### src/rtl/dmaregif_pkg.sv
package dmaregif_pkg;

  typedef enum logic [1:0] {HIT_NONE, HIT_CHAN, HIT_GLOB, HIT_ID} hit_e;

  // channel register slots (word index within a 32-byte channel block)
  localparam logic [2:0] SL_SRC = 3'd0;
  localparam logic [2:0] SL_DST = 3'd1;
  localparam logic [2:0] SL_LLI = 3'd2;
  localparam logic [2:0] SL_CTL = 3'd3;
  localparam logic [2:0] SL_CFG = 3'd4;

  // global word indices
  localparam logic [5:0] G_STAT    = 6'd0;
  localparam logic [5:0] G_TCSTAT  = 6'd1;
  localparam logic [5:0] G_TCCLR   = 6'd2;
  localparam logic [5:0] G_ERRSTAT = 6'd3;
  localparam logic [5:0] G_ERRCLR  = 6'd4;
  localparam logic [5:0] G_RAWTC   = 6'd5;
  localparam logic [5:0] G_RAWERR  = 6'd6;
  localparam logic [5:0] G_ENMAP   = 6'd7;
  localparam logic [5:0] G_GCFG    = 6'd12;
  localparam logic [5:0] G_SYNC    = 6'd13;

  // configuration word bit positions
  localparam int CFG_ON_BIT    = 0;
  localparam int CFG_ERREN_BIT = 14;
  localparam int CFG_TCEN_BIT  = 15;

  // next value of a sticky flag vector: set beats clear
  function automatic logic [7:0] flag_next(input logic [7:0] cur,
                                           input logic [7:0] set,
                                           input logic       clr_en,
                                           input logic [7:0] clr);
    logic [7:0] kept;
    kept = clr_en ? (cur & ~clr) : cur;
    return kept | set;
  endfunction

  // identification byte k of the top window
  function automatic logic [7:0] id_byte(input logic [2:0] k, input int nch);
    case (k)
      3'd0:    return (nch == 8) ? 8'h80 : 8'h81;
      3'd1:    return 8'h10;
      3'd2:    return 8'h04;
      3'd3:    return 8'h0A;
      3'd4:    return 8'h0D;
      3'd5:    return 8'hF0;
      3'd6:    return 8'h05;
      default: return 8'hB1;
    endcase
  endfunction

endpackage

### src/rtl/dmaregif_decode.sv
module dmaregif_decode
  import dmaregif_pkg::*;
#(
  parameter int NUM_CH = 8,
  parameter int AW     = 12
) (
  input  logic [AW-1:0] addr,
  output hit_e          kind,
  output logic [2:0]    ch_idx,
  output logic [2:0]    slot,
  output logic [5:0]    gidx,
  output logic [2:0]    id_k
);
  localparam logic [AW-1:0] ID_BASE = AW'(12'hFE0);

  assign ch_idx = addr[7:5];
  assign slot   = addr[4:2];
  assign gidx   = addr[7:2];
  assign id_k   = addr[4:2];

  always_comb begin
    kind = HIT_NONE;
    if (addr[AW-1:8] == (AW-8)'(1)) begin
      if ((32'(ch_idx) < NUM_CH) && (slot <= SL_CFG)) kind = HIT_CHAN;
    end else if (addr >= ID_BASE) begin
      kind = HIT_ID;
    end else if (addr[AW-1:8] == '0) begin
      kind = HIT_GLOB;
    end
  end
endmodule

### src/rtl/dmaregif_chan_bank.sv
module dmaregif_chan_bank
  import dmaregif_pkg::*;
#(
  parameter int NUM_CH = 8,
  parameter int DW     = 32,
  localparam int CH_W  = (NUM_CH > 1) ? $clog2(NUM_CH) : 1
) (
  input  logic            clk,
  input  logic            rst_n,
  input  logic            wr_en,
  input  logic [CH_W-1:0] ch_sel,
  input  logic [2:0]      slot,
  input  logic [DW-1:0]   wdata,
  output logic [DW-1:0]   src_q [NUM_CH],
  output logic [DW-1:0]   dst_q [NUM_CH],
  output logic [DW-1:0]   lli_q [NUM_CH],
  output logic [DW-1:0]   ctl_q [NUM_CH],
  output logic [DW-1:0]   cfg_q [NUM_CH]
);
  for (genvar c = 0; c < NUM_CH; c++) begin : g_ch
    logic hit;
    assign hit = wr_en && (ch_sel == CH_W'(c));
    always_ff @(posedge clk) begin
      if (!rst_n) begin
        src_q[c] <= '0;
        dst_q[c] <= '0;
        lli_q[c] <= '0;
        ctl_q[c] <= '0;
        cfg_q[c] <= '0;
      end else if (hit) begin
        case (slot)
          SL_SRC:  src_q[c] <= wdata;
          SL_DST:  dst_q[c] <= wdata;
          SL_LLI:  lli_q[c] <= wdata;
          SL_CTL:  ctl_q[c] <= wdata;
          SL_CFG:  cfg_q[c] <= wdata;
          default: ;
        endcase
      end
    end
  end
endmodule

### src/rtl/dmaregif_irq.sv
module dmaregif_irq
  import dmaregif_pkg::*;
#(
  parameter int NUM_CH = 8
) (
  input  logic              clk,
  input  logic              rst_n,
  input  logic [NUM_CH-1:0] tc_set,
  input  logic [NUM_CH-1:0] err_set,
  input  logic              tc_clr_en,
  input  logic              err_clr_en,
  input  logic [NUM_CH-1:0] clr_bits,
  input  logic [NUM_CH-1:0] tc_en,
  input  logic [NUM_CH-1:0] err_en,
  output logic [NUM_CH-1:0] raw_tc,
  output logic [NUM_CH-1:0] raw_err,
  output logic [NUM_CH-1:0] msk_tc,
  output logic [NUM_CH-1:0] msk_err,
  output logic              irq_tc,
  output logic              irq_err,
  output logic              irq_any
);
  logic [7:0] tc_nx, err_nx;

  always_comb begin
    tc_nx  = flag_next(8'(raw_tc),  8'(tc_set),  tc_clr_en,  8'(clr_bits));
    err_nx = flag_next(8'(raw_err), 8'(err_set), err_clr_en, 8'(clr_bits));
  end

  always_ff @(posedge clk) begin
    if (!rst_n) begin
      raw_tc  <= '0;
      raw_err <= '0;
    end else begin
      raw_tc  <= tc_nx[NUM_CH-1:0];
      raw_err <= err_nx[NUM_CH-1:0];
    end
  end

  assign msk_tc  = raw_tc & tc_en;
  assign msk_err = raw_err & err_en;
  assign irq_tc  = |msk_tc;
  assign irq_err = |msk_err;
  assign irq_any = irq_tc | irq_err;
endmodule

### src/rtl/dmaregif_top.sv
module dmaregif_top
  import dmaregif_pkg::*;
#(
  parameter int NUM_CH = 8,
  parameter int DW     = 32,
  parameter int AW     = 12
) (
  input  logic                 clk,
  input  logic                 rst_n,
  input  logic [AW-1:0]        bus_addr,
  input  logic [DW-1:0]        bus_wdata,
  input  logic                 bus_wr,
  input  logic                 bus_rd,
  output logic [DW-1:0]        bus_rdata,
  input  logic [NUM_CH-1:0]    tc_set,
  input  logic [NUM_CH-1:0]    err_set,
  output logic [NUM_CH*DW-1:0] ch_src,
  output logic [NUM_CH*DW-1:0] ch_dst,
  output logic [NUM_CH*DW-1:0] ch_lli,
  output logic [NUM_CH*DW-1:0] ch_ctl,
  output logic [NUM_CH*DW-1:0] ch_cfg,
  output logic [DW-1:0]        glb_cfg,
  output logic [DW-1:0]        glb_sync,
  output logic                 irq_err,
  output logic                 irq_tc,
  output logic                 irq_any
);
  localparam int CH_W = (NUM_CH > 1) ? $clog2(NUM_CH) : 1;

  hit_e       kind;
  logic [2:0] ch_idx, slot, id_k;
  logic [5:0] gidx;

  dmaregif_decode #(.NUM_CH(NUM_CH), .AW(AW)) u_dec (
    .addr(bus_addr), .kind(kind), .ch_idx(ch_idx), .slot(slot),
    .gidx(gidx), .id_k(id_k)
  );

  // named events for the checker
  logic acc_valid, id_hit, wr_chan, wr_glob, tc_clr_hit, err_clr_hit;
  assign acc_valid   = (kind != HIT_NONE);
  assign id_hit      = (kind == HIT_ID);
  assign wr_chan     = bus_wr && (kind == HIT_CHAN);
  assign wr_glob     = bus_wr && (kind == HIT_GLOB);
  assign tc_clr_hit  = wr_glob && (gidx == G_TCCLR);
  assign err_clr_hit = wr_glob && (gidx == G_ERRCLR);

  logic [DW-1:0] src_a [NUM_CH];
  logic [DW-1:0] dst_a [NUM_CH];
  logic [DW-1:0] lli_a [NUM_CH];
  logic [DW-1:0] ctl_a [NUM_CH];
  logic [DW-1:0] cfg_a [NUM_CH];

  dmaregif_chan_bank #(.NUM_CH(NUM_CH), .DW(DW)) u_bank (
    .clk(clk), .rst_n(rst_n), .wr_en(wr_chan), .ch_sel(ch_idx[CH_W-1:0]),
    .slot(slot), .wdata(bus_wdata),
    .src_q(src_a), .dst_q(dst_a), .lli_q(lli_a), .ctl_q(ctl_a), .cfg_q(cfg_a)
  );

  logic [NUM_CH-1:0] tc_en, err_en, en_map;
  for (genvar c = 0; c < NUM_CH; c++) begin : g_flat
    assign ch_src[c*DW +: DW] = src_a[c];
    assign ch_dst[c*DW +: DW] = dst_a[c];
    assign ch_lli[c*DW +: DW] = lli_a[c];
    assign ch_ctl[c*DW +: DW] = ctl_a[c];
    assign ch_cfg[c*DW +: DW] = cfg_a[c];
    assign tc_en[c]  = cfg_a[c][CFG_TCEN_BIT];
    assign err_en[c] = cfg_a[c][CFG_ERREN_BIT];
    assign en_map[c] = cfg_a[c][CFG_ON_BIT];
  end

  always_ff @(posedge clk) begin
    if (!rst_n) begin
      glb_cfg  <= '0;
      glb_sync <= '0;
    end else if (wr_glob) begin
      if (gidx == G_GCFG) glb_cfg  <= bus_wdata;
      if (gidx == G_SYNC) glb_sync <= bus_wdata;
    end
  end

  logic [NUM_CH-1:0] raw_tc, raw_err, msk_tc, msk_err;

  dmaregif_irq #(.NUM_CH(NUM_CH)) u_irq (
    .clk(clk), .rst_n(rst_n), .tc_set(tc_set), .err_set(err_set),
    .tc_clr_en(tc_clr_hit), .err_clr_en(err_clr_hit),
    .clr_bits(bus_wdata[NUM_CH-1:0]), .tc_en(tc_en), .err_en(err_en),
    .raw_tc(raw_tc), .raw_err(raw_err), .msk_tc(msk_tc), .msk_err(msk_err),
    .irq_tc(irq_tc), .irq_err(irq_err), .irq_any(irq_any)
  );

  logic [DW-1:0] rd_val;
  logic [CH_W-1:0] cs;
  assign cs = ch_idx[CH_W-1:0];

  always_comb begin
    rd_val = '0;
    case (kind)
      HIT_CHAN: begin
        case (slot)
          SL_SRC:  rd_val = src_a[cs];
          SL_DST:  rd_val = dst_a[cs];
          SL_LLI:  rd_val = lli_a[cs];
          SL_CTL:  rd_val = ctl_a[cs];
          SL_CFG:  rd_val = cfg_a[cs];
          default: rd_val = '0;
        endcase
      end
      HIT_GLOB: begin
        case (gidx)
          G_STAT:    rd_val = DW'(msk_tc | msk_err);
          G_TCSTAT:  rd_val = DW'(msk_tc);
          G_ERRSTAT: rd_val = DW'(msk_err);
          G_RAWTC:   rd_val = DW'(raw_tc);
          G_RAWERR:  rd_val = DW'(raw_err);
          G_ENMAP:   rd_val = DW'(en_map);
          G_GCFG:    rd_val = glb_cfg;
          G_SYNC:    rd_val = glb_sync;
          default:   rd_val = '0;
        endcase
      end
      HIT_ID:  rd_val = DW'(id_byte(id_k, NUM_CH));
      default: rd_val = '0;
    endcase
  end

  always_ff @(posedge clk) begin
    if (!rst_n)      bus_rdata <= '0;
    else if (bus_rd) bus_rdata <= rd_val;
  end
endmodule

### config.mk
export PLATFORM = sky130hd
export DESIGN_NAME = dmaregif_top
export DESIGN_NICKNAME = d
export VERILOG_FILES = /design/src/rtl/dmaregif_pkg.sv /design/src/rtl/dmaregif_decode.sv /design/src/rtl/dmaregif_chan_bank.sv /design/src/rtl/dmaregif_irq.sv /design/src/rtl/dmaregif_top.sv
export SDC_FILE = /design/constraint.sdc
export NUM_CORES = 2
export LEC_CHECK = 0
export BUFFER_PORTS_ARGS = -buffer_cell sky130_fd_sc_hd__buf_2
export CAP_MARGIN = 25
export CELL_PAD_IN_SITES_DETAIL_PLACEMENT = 1
export CELL_PAD_IN_SITES_GLOBAL_PLACEMENT = 1
export CORE_AREA = 2 2 568 570
export CTS_CLUSTER_SIZE = 16
export DETAILED_ROUTE_END_ITERATION = 8
export DIE_AREA = 0 0 570 572
export PLACE_DENSITY = 0.54
export SLEW_MARGIN = 15
export SYNTH_ARGS = -nofsm -noshare
export SYNTH_HDL_FRONTEND = slang
export SYNTH_HIERARCHICAL = 1
export SYNTH_SLANG_ARGS = --single-unit
export TNS_END_PERCENT = 10
### constraint.sdc
create_clock -name clk -period 4.2 [get_ports clk]
set_input_delay 0.21 -clock clk [delete_from_list [all_inputs] [get_ports clk]]
set_output_delay 0.21 -clock clk [all_outputs]
set_load 0.005 [all_outputs]
# Word-level counts from Yosys, hierarchy flattened
# Cells that the tools add are included.
[word_totals]
reg_bits = 1392
in_bits = 64
output_inout_bits = 1379
[op_classes]
n_lt_le_gt_ge = 3
n_eq_ne = 26
n_mux = 25
bitwise = 10
reduce_logical = 60
[op_table]
columns = ["op", "n"]
rows = [
  ["32-bit binary-select mux with 3-bit select", 5],
  ["32-bit 2-to-1 mux", 10],
  ["32-bit case mux with 8 select lines", 1],
  ["32-bit case mux with 5 select lines", 1],
  ["32-bit case mux with 3 select lines", 1],
  ["2-bit AND reduction", 42],
  ["8-bit case mux with 7 select lines", 1],
  ["8-bit AND", 4],
  ["6-bit by 3-bit == test with 1-bit output, second input constant", 4],
  ["8-bit bitwise OR", 3],
  ["3-bit == test, second input constant", 7],
  ["8-bit 2-to-1 mux", 2],
  ["8-bit OR reduction", 2],
  ["3-bit by 2-bit == test with 1-bit output, second input constant", 4],
  ["6-bit by 2-bit == test with 1-bit output, second input constant", 2],
  ["6-bit by 4-bit == test with 1-bit output, second input constant", 2],
  ["12-bit >= comparator, second input constant", 1],
  ["1-bit logical AND", 12],
  ["8-bit NOT", 1],
  ["3-bit by 1-bit == test with 1-bit output, second input constant", 2],
  ["6-bit by 1-bit == test with 1-bit output, second input constant", 1],
  ["3-bit logical NOT", 2],
  ["6-bit logical NOT", 1],
  ["2-bit 2-to-1 mux", 3],
  ["other kinds (9)", 10],
]

# Longest topological paths before layout
[logic_depth]
ltp_word = 9
depth_mapped = 11
mapped_depth_nobuf = 9

# Cells and area by module
# The synthesis kept the hierarchy.
[by_module_without_submodules]
columns = ["mod", "n_inst", "cells_each", "area_per_inst_um2", "seq_area_each_um2"]
rows = [
  ["dmaregif_chan_bank", 1, 4339, 46704.8, 25624.6],
  ["dmaregif_top", 1, 1370, 14941.8, 1921.8],
  ["dmaregif_irq", 1, 94, 770.7, 320.3],
  ["dmaregif_decode", 1, 24, 175.2, 0.0],
]

# Worst setup path after synthesis
# No wires, ideal clock.
[synth_path]
path_type = "input port to flip-flop"
from = "input bus_addr[7]"
to = "register u_bank/ctl_q[33] in the netlist's numbering"
setup_time_ns = 0.072
arrival_time_ns = 1.995
required_ns = 4.128
slack_ns = 2.133
cell_stages = 9
n_path_buf = 2
cell_sequence = "and4_1 > nand3_2 > a21oi_2 > and3b_1 > buf_4 > nand4b_4 > nor2_4 > buf_4 > mux2i_1"
[synth_via]
elab_chain_len = 7
elab_cells_between_ends = 8
cone_classes = "order compare (1); eq/ne (2); mux (2); reduce/logical (3)"
[synth_lines]
columns = ["item", "line_no", "rtl"]
rows = [
  ["start, declared", "dmaregif_top.sv:10", "input logic [AW-1:0] bus_addr,"],
  ["12-bit >= comparator", "dmaregif_decode.sv:25", "end else if (addr >= ID_BASE) begin"],
  ["2-bit 2-to-1 mux", "dmaregif_decode.sv:25", ""],
  ["2-bit 2-to-1 mux", "dmaregif_decode.sv:23", "if (addr[AW-1:8] == (AW-8)'(1)) begin"],
  ["named net kind[0]", "dmaregif_top.sv:30", "hit_e kind;"],
  ["2-bit by 1-bit == test with 1-bit output", "dmaregif_top.sv:43", "assign wr_chan = bus_wr && (kind == HIT_CHAN);"],
  ["1-bit logical AND", "dmaregif_top.sv:43", ""],
  ["named net wr_chan", "dmaregif_top.sv:40", "logic acc_valid, id_hit, wr_chan, wr_glob, tc_clr_hit, err_clr_hit;"],
  ["1-bit logical AND", "dmaregif_chan_bank.sv:22", "assign hit = wr_en && (ch_sel == CH_W'(c));"],
  ["2-bit AND reduction (no line)", "--", ""],
  ["end signal, assigned by index", "dmaregif_chan_bank.sv:35", "SL_CTL: ctl_q[c] <= wdata;"],
  ["end, declared", "dmaregif_chan_bank.sv:17", "output logic [DW-1:0] ctl_q [NUM_CH],"],
]
# The timed path passes the listed nets, and every way through them passes these cells.
# A chain may end at the register's enable or synchronous reset.

# Worst setup path in the final report
[layout_path]
from = "input bus_addr[5]"
to = "register bus_rdata[12]"
[layout_via]
elab_chain_len = 6
elab_cells_between_ends = 33
cone_classes = "order compare (1); eq/ne (10); mux (20); bitwise (1); reduce/logical (1)"
[layout_lines]
columns = ["item", "line_no", "rtl"]
rows = [
  ["branches (longest 5 deep; another with 12-bit >= comparator)", "--", ""],
  ["32-bit case mux with 3 select lines (*)", "dmaregif_top.sv:98", "case (kind)"],
  ["end signal, assigned", "dmaregif_top.sv:129", "else if (bus_rd) bus_rdata <= rd_val;"],
  ["end, declared", "dmaregif_top.sv:14", "output logic [DW-1:0] bus_rdata,"],
]
# Every way passes the cells marked *. The select of a mux whose other input is x is not followed.

==> out/results.ini <==
[detailed_routing]
route.detailed.drc = 0
drt_iter0_drc = 4148
viasPerCell = 4.668
wire_per_inst_um = 34.94
first_pass_iters = 5
drt-total-wl_um = 403600
vias = 53920
ant_nets = 0

[yosys]
ys_ff_latch = 1392
yosysTopAreaCell = dfxtp_1
netlist_area_um2 = 62590
ys_top_cells_by_area = dfxtp_1 45%, mux2i_1 24%, mux4_2 10%
yosysSeqAreaShare_pct = 44.52
yosysTopAreaCellShare_pct = 44.52
synth_cell_types = 67
synth_warnings = 6
synth.avg_cell_area_um2 = 10.74
synth_edf_count = 0
synthArstFlopShare_pct = 0
netlist_instances = 5827
ys.flop_type = dfxtp_1
syn_nets = 5891

[cts]
clock_latency_ns = 0.87
htreeDepth = 4
cts_sinks = 1392
post_cts_buffers = 0
cts_made_buffers = 175
cts_tree = yes
clock_path_buffers = 4
cts_resized = 0
clk_pin_slew_ns = 0.06
root_buffer = clkbuf_16

[setup_path]
rr_worst_depth = 5
r2r_setup_slack_ns = 1.50
path_cells = buf_8 > buf_12 > buf_12 > buf_4 > mux4_2 > mux2i_1 > buf_4 > o22ai_1 > o31ai_1 > a21oi_1
path_depth = 10
path_buf_inv = 5
slowest_stage = mux4_2
critPathLaunchType = primary input
path_delay_family = buffers and inverters
regToRegStartpoint = u_bank/ctl_q[214]$_SDFFE_PN0P_
max_stage_delay_ns = 0.58
critPathKind = in2reg
worstPathRequired_ns = 4.92
arrival_ns = 3.55
cp-end-kind = flip-flop
r2r_end = bus_rdata[22]$_SDFFE_PN0P_
crit_fanout = 33

[finish]
multi_input_area_um2 = 31420
fin_nets = 7258
drive_gt1_share_pct = 32.95
layout_commonest_cell = mux2i_1
synthToLayoutAreaGrowth_pct = 30.29
final_area_um2 = 81550
final_util_pct = 25.50
register_area_um2 = 27870
n_fill_cell = 36500
stdcell_count = 11550
layout_common_cells = 1,486 x mux2i_1, 1,465 x nand2_1, 1,435 x buf_2

[power]
power_density_nw_per_um2 = 375.5
p_int_mw = 22.81
power_frac_comb_pct = 5.1
power.switching_mw = 7.815
irDropWorstVdd_mv = 0.3034
p_leak_nw = 37.44
p_seq_share_pct = 43.2
clkPwrFrac_pct = 51.6
switching_share_pct = 25.52

[placement]
place_ws_ns = 0.4268
dpl.cell_count = 11140
io_buffers = 1440
dpl.hpwl_um = 305300
place_congestion = 0.8512
place_area_um2 = 74870

[timing]
fin_skew_ns = 0.05035
min_period_over_period_pct = 67.43
setup_violations = 0
fmax_ghz = 0.3531
finalMaxSlewViolations = 0
period_needed_ns = 2.832
relSlewSlack_pct = 24.87
tns_ns = 0
worst_slack_ns = 1.368
hold_viol = 0
worst_pin_slew_ns = 1.127
rsz0062_at_grt = no

[global_routing]
grt_start_max_net_pins = 186
grt_usage_pct = 23.66
grt_overflow = 0
grt_pass1_vias = 55800
grt_pass1_wl_um = 525900
antenna_found_initial = 36

[status]
status = completed

[floorplan]
die_h_um = 572
pin_count = 1443
coreArea_um2 = 319800
row_count = 208
die_area_um2 = 326000
start_util_pct = 19.57
die_x_um = 570

[hold_path]
hold_depth = 5
holdCritPathClass = in2reg
holdPathEnd = bus_rdata[8]$_SDFFE_PN0P_
min_from = bus_addr[7]

[run]
drv_cap = 0

-- worst register-to-register path: cells and delay by family (launching register included) --
| family | cells | cell delay, ns |
|---|---|---|
| DFF | 1 | 0.35 |
| AOI/OAI and AO/OA | 2 | 1.10 |
| muxes | 2 | 0.89 |
| and+or+nand+nor | 1 | 0.20 |
-- final cells by class --
type	instances	area share (%)
inverter	9	0.04142
timing repair buffer	1772	13.60
clock buffer	246	6.092
antenna	17	0.05216
sequential	1392	34.17
multi-input combinational	3844	38.53
clock inverter	72	1.066
tap	4200	6.444
-- worst max path at each step --
stage / from / end / slack (ns)
after detailed placement: bus_addr[5] / bus_rdata[12]$_SDFFE_PN0P_ / 0.43
after global placement: bus_addr[5] / bus_rdata[12]$_SDFFE_PN0P_ / 0.42
after CTS: bus_addr[5] / bus_rdata[12]$_SDFFE_PN0P_ / 1.36
after global routing: bus_addr[5] / bus_rdata[12]$_SDFFE_PN0P_ / 1.38
after floorplan: bus_addr[7] / u_bank/ctl_q[33]$_SDFFE_PN0P_ / 2.13
final: bus_addr[5] / bus_rdata[12]$_SDFFE_PN0P_ / 1.37
-- synthesized netlist by cell type, types with 6 or more instances --
master    number
o21ai_0       35
mux2_2        24
buf_4         83
buf_8         24
nor3_1        12
nand2_1     1507
and2_1        10
mux2i_1     1486
buf_1         32
buf_12        24
mux4_2       288
clkbuf_1     296
o22ai_1       55
buf_2         76
a222oi_1       8
o31ai_1       24
nand3b_1       6
nor2b_1       42
buf_6         47
nor2_1        39
nor2_8        16
a21oi_1       85
a22oi_1       31
nand3_1       20
a21boi_1      60
dfxtp_1     1392
o211ai_1       9
inv_1          9
-- power groups by stage --
stage	sequential [mW]	combinational (mW)	clock, mW
detailed placement	13.5	1.50	0
global placement	13.5	1.47	0
global route	13.2	1.63	16.7
floorplan	13.5	0.846	0
finish	13.2	1.57	15.8
CTS	13.2	1.57	16.2
-- sequential cells by signal, summed over array words and instances (netlist names) --
name / count
u_irq/raw_err: 8
u_bank/dst_q: 256
glb_cfg: 32
u_irq/raw_tc: 8
u_bank/src_q: 256
bus_rdata: 32
glb_sync: 32
u_bank/cfg_q: 256
u_bank/lli_q: 256
u_bank/ctl_q: 256
-- metal layers --
layer  GRT usage [%]  up-vias  share of wire (%)
met3           7.948      551                9.3
met5               0        -                  0
met4           9.312        0                4.3
met2           37.37     2253                 45
li1                -    23040                  -
met1           29.51    28080                 42
-- through the flow --
stage / hold WS (ns) / total power, mW
after floorplan: 0.3382 / 14.36
after global placement: 0.4472 / 15.00
after detailed placement: 0.4556 / 15.03
after CTS: 0.03608 / 30.97
after global routing: 0.1102 / 31.53
final: 0.1118 / 30.63
-- timing repair --
action | 4_1_cts | 5_1_grt
hold buffers | 67 | 0
endpoints found under the setup margin | 0 | 0
hold endpoints to repair | 176 | 0
-- kinds of logic after synthesis --
logic type / count (synthesis) / synth area share [%]
compound gates: 329 / 3.388
mux: 1798 / 34.56
simple gates: 1715 / 11.69
buf+inv: 591 / 5.813
xor+xnor: 2 / 0.02799
flops: 1392 / 44.52
Power figures use the tool's default switching activity.
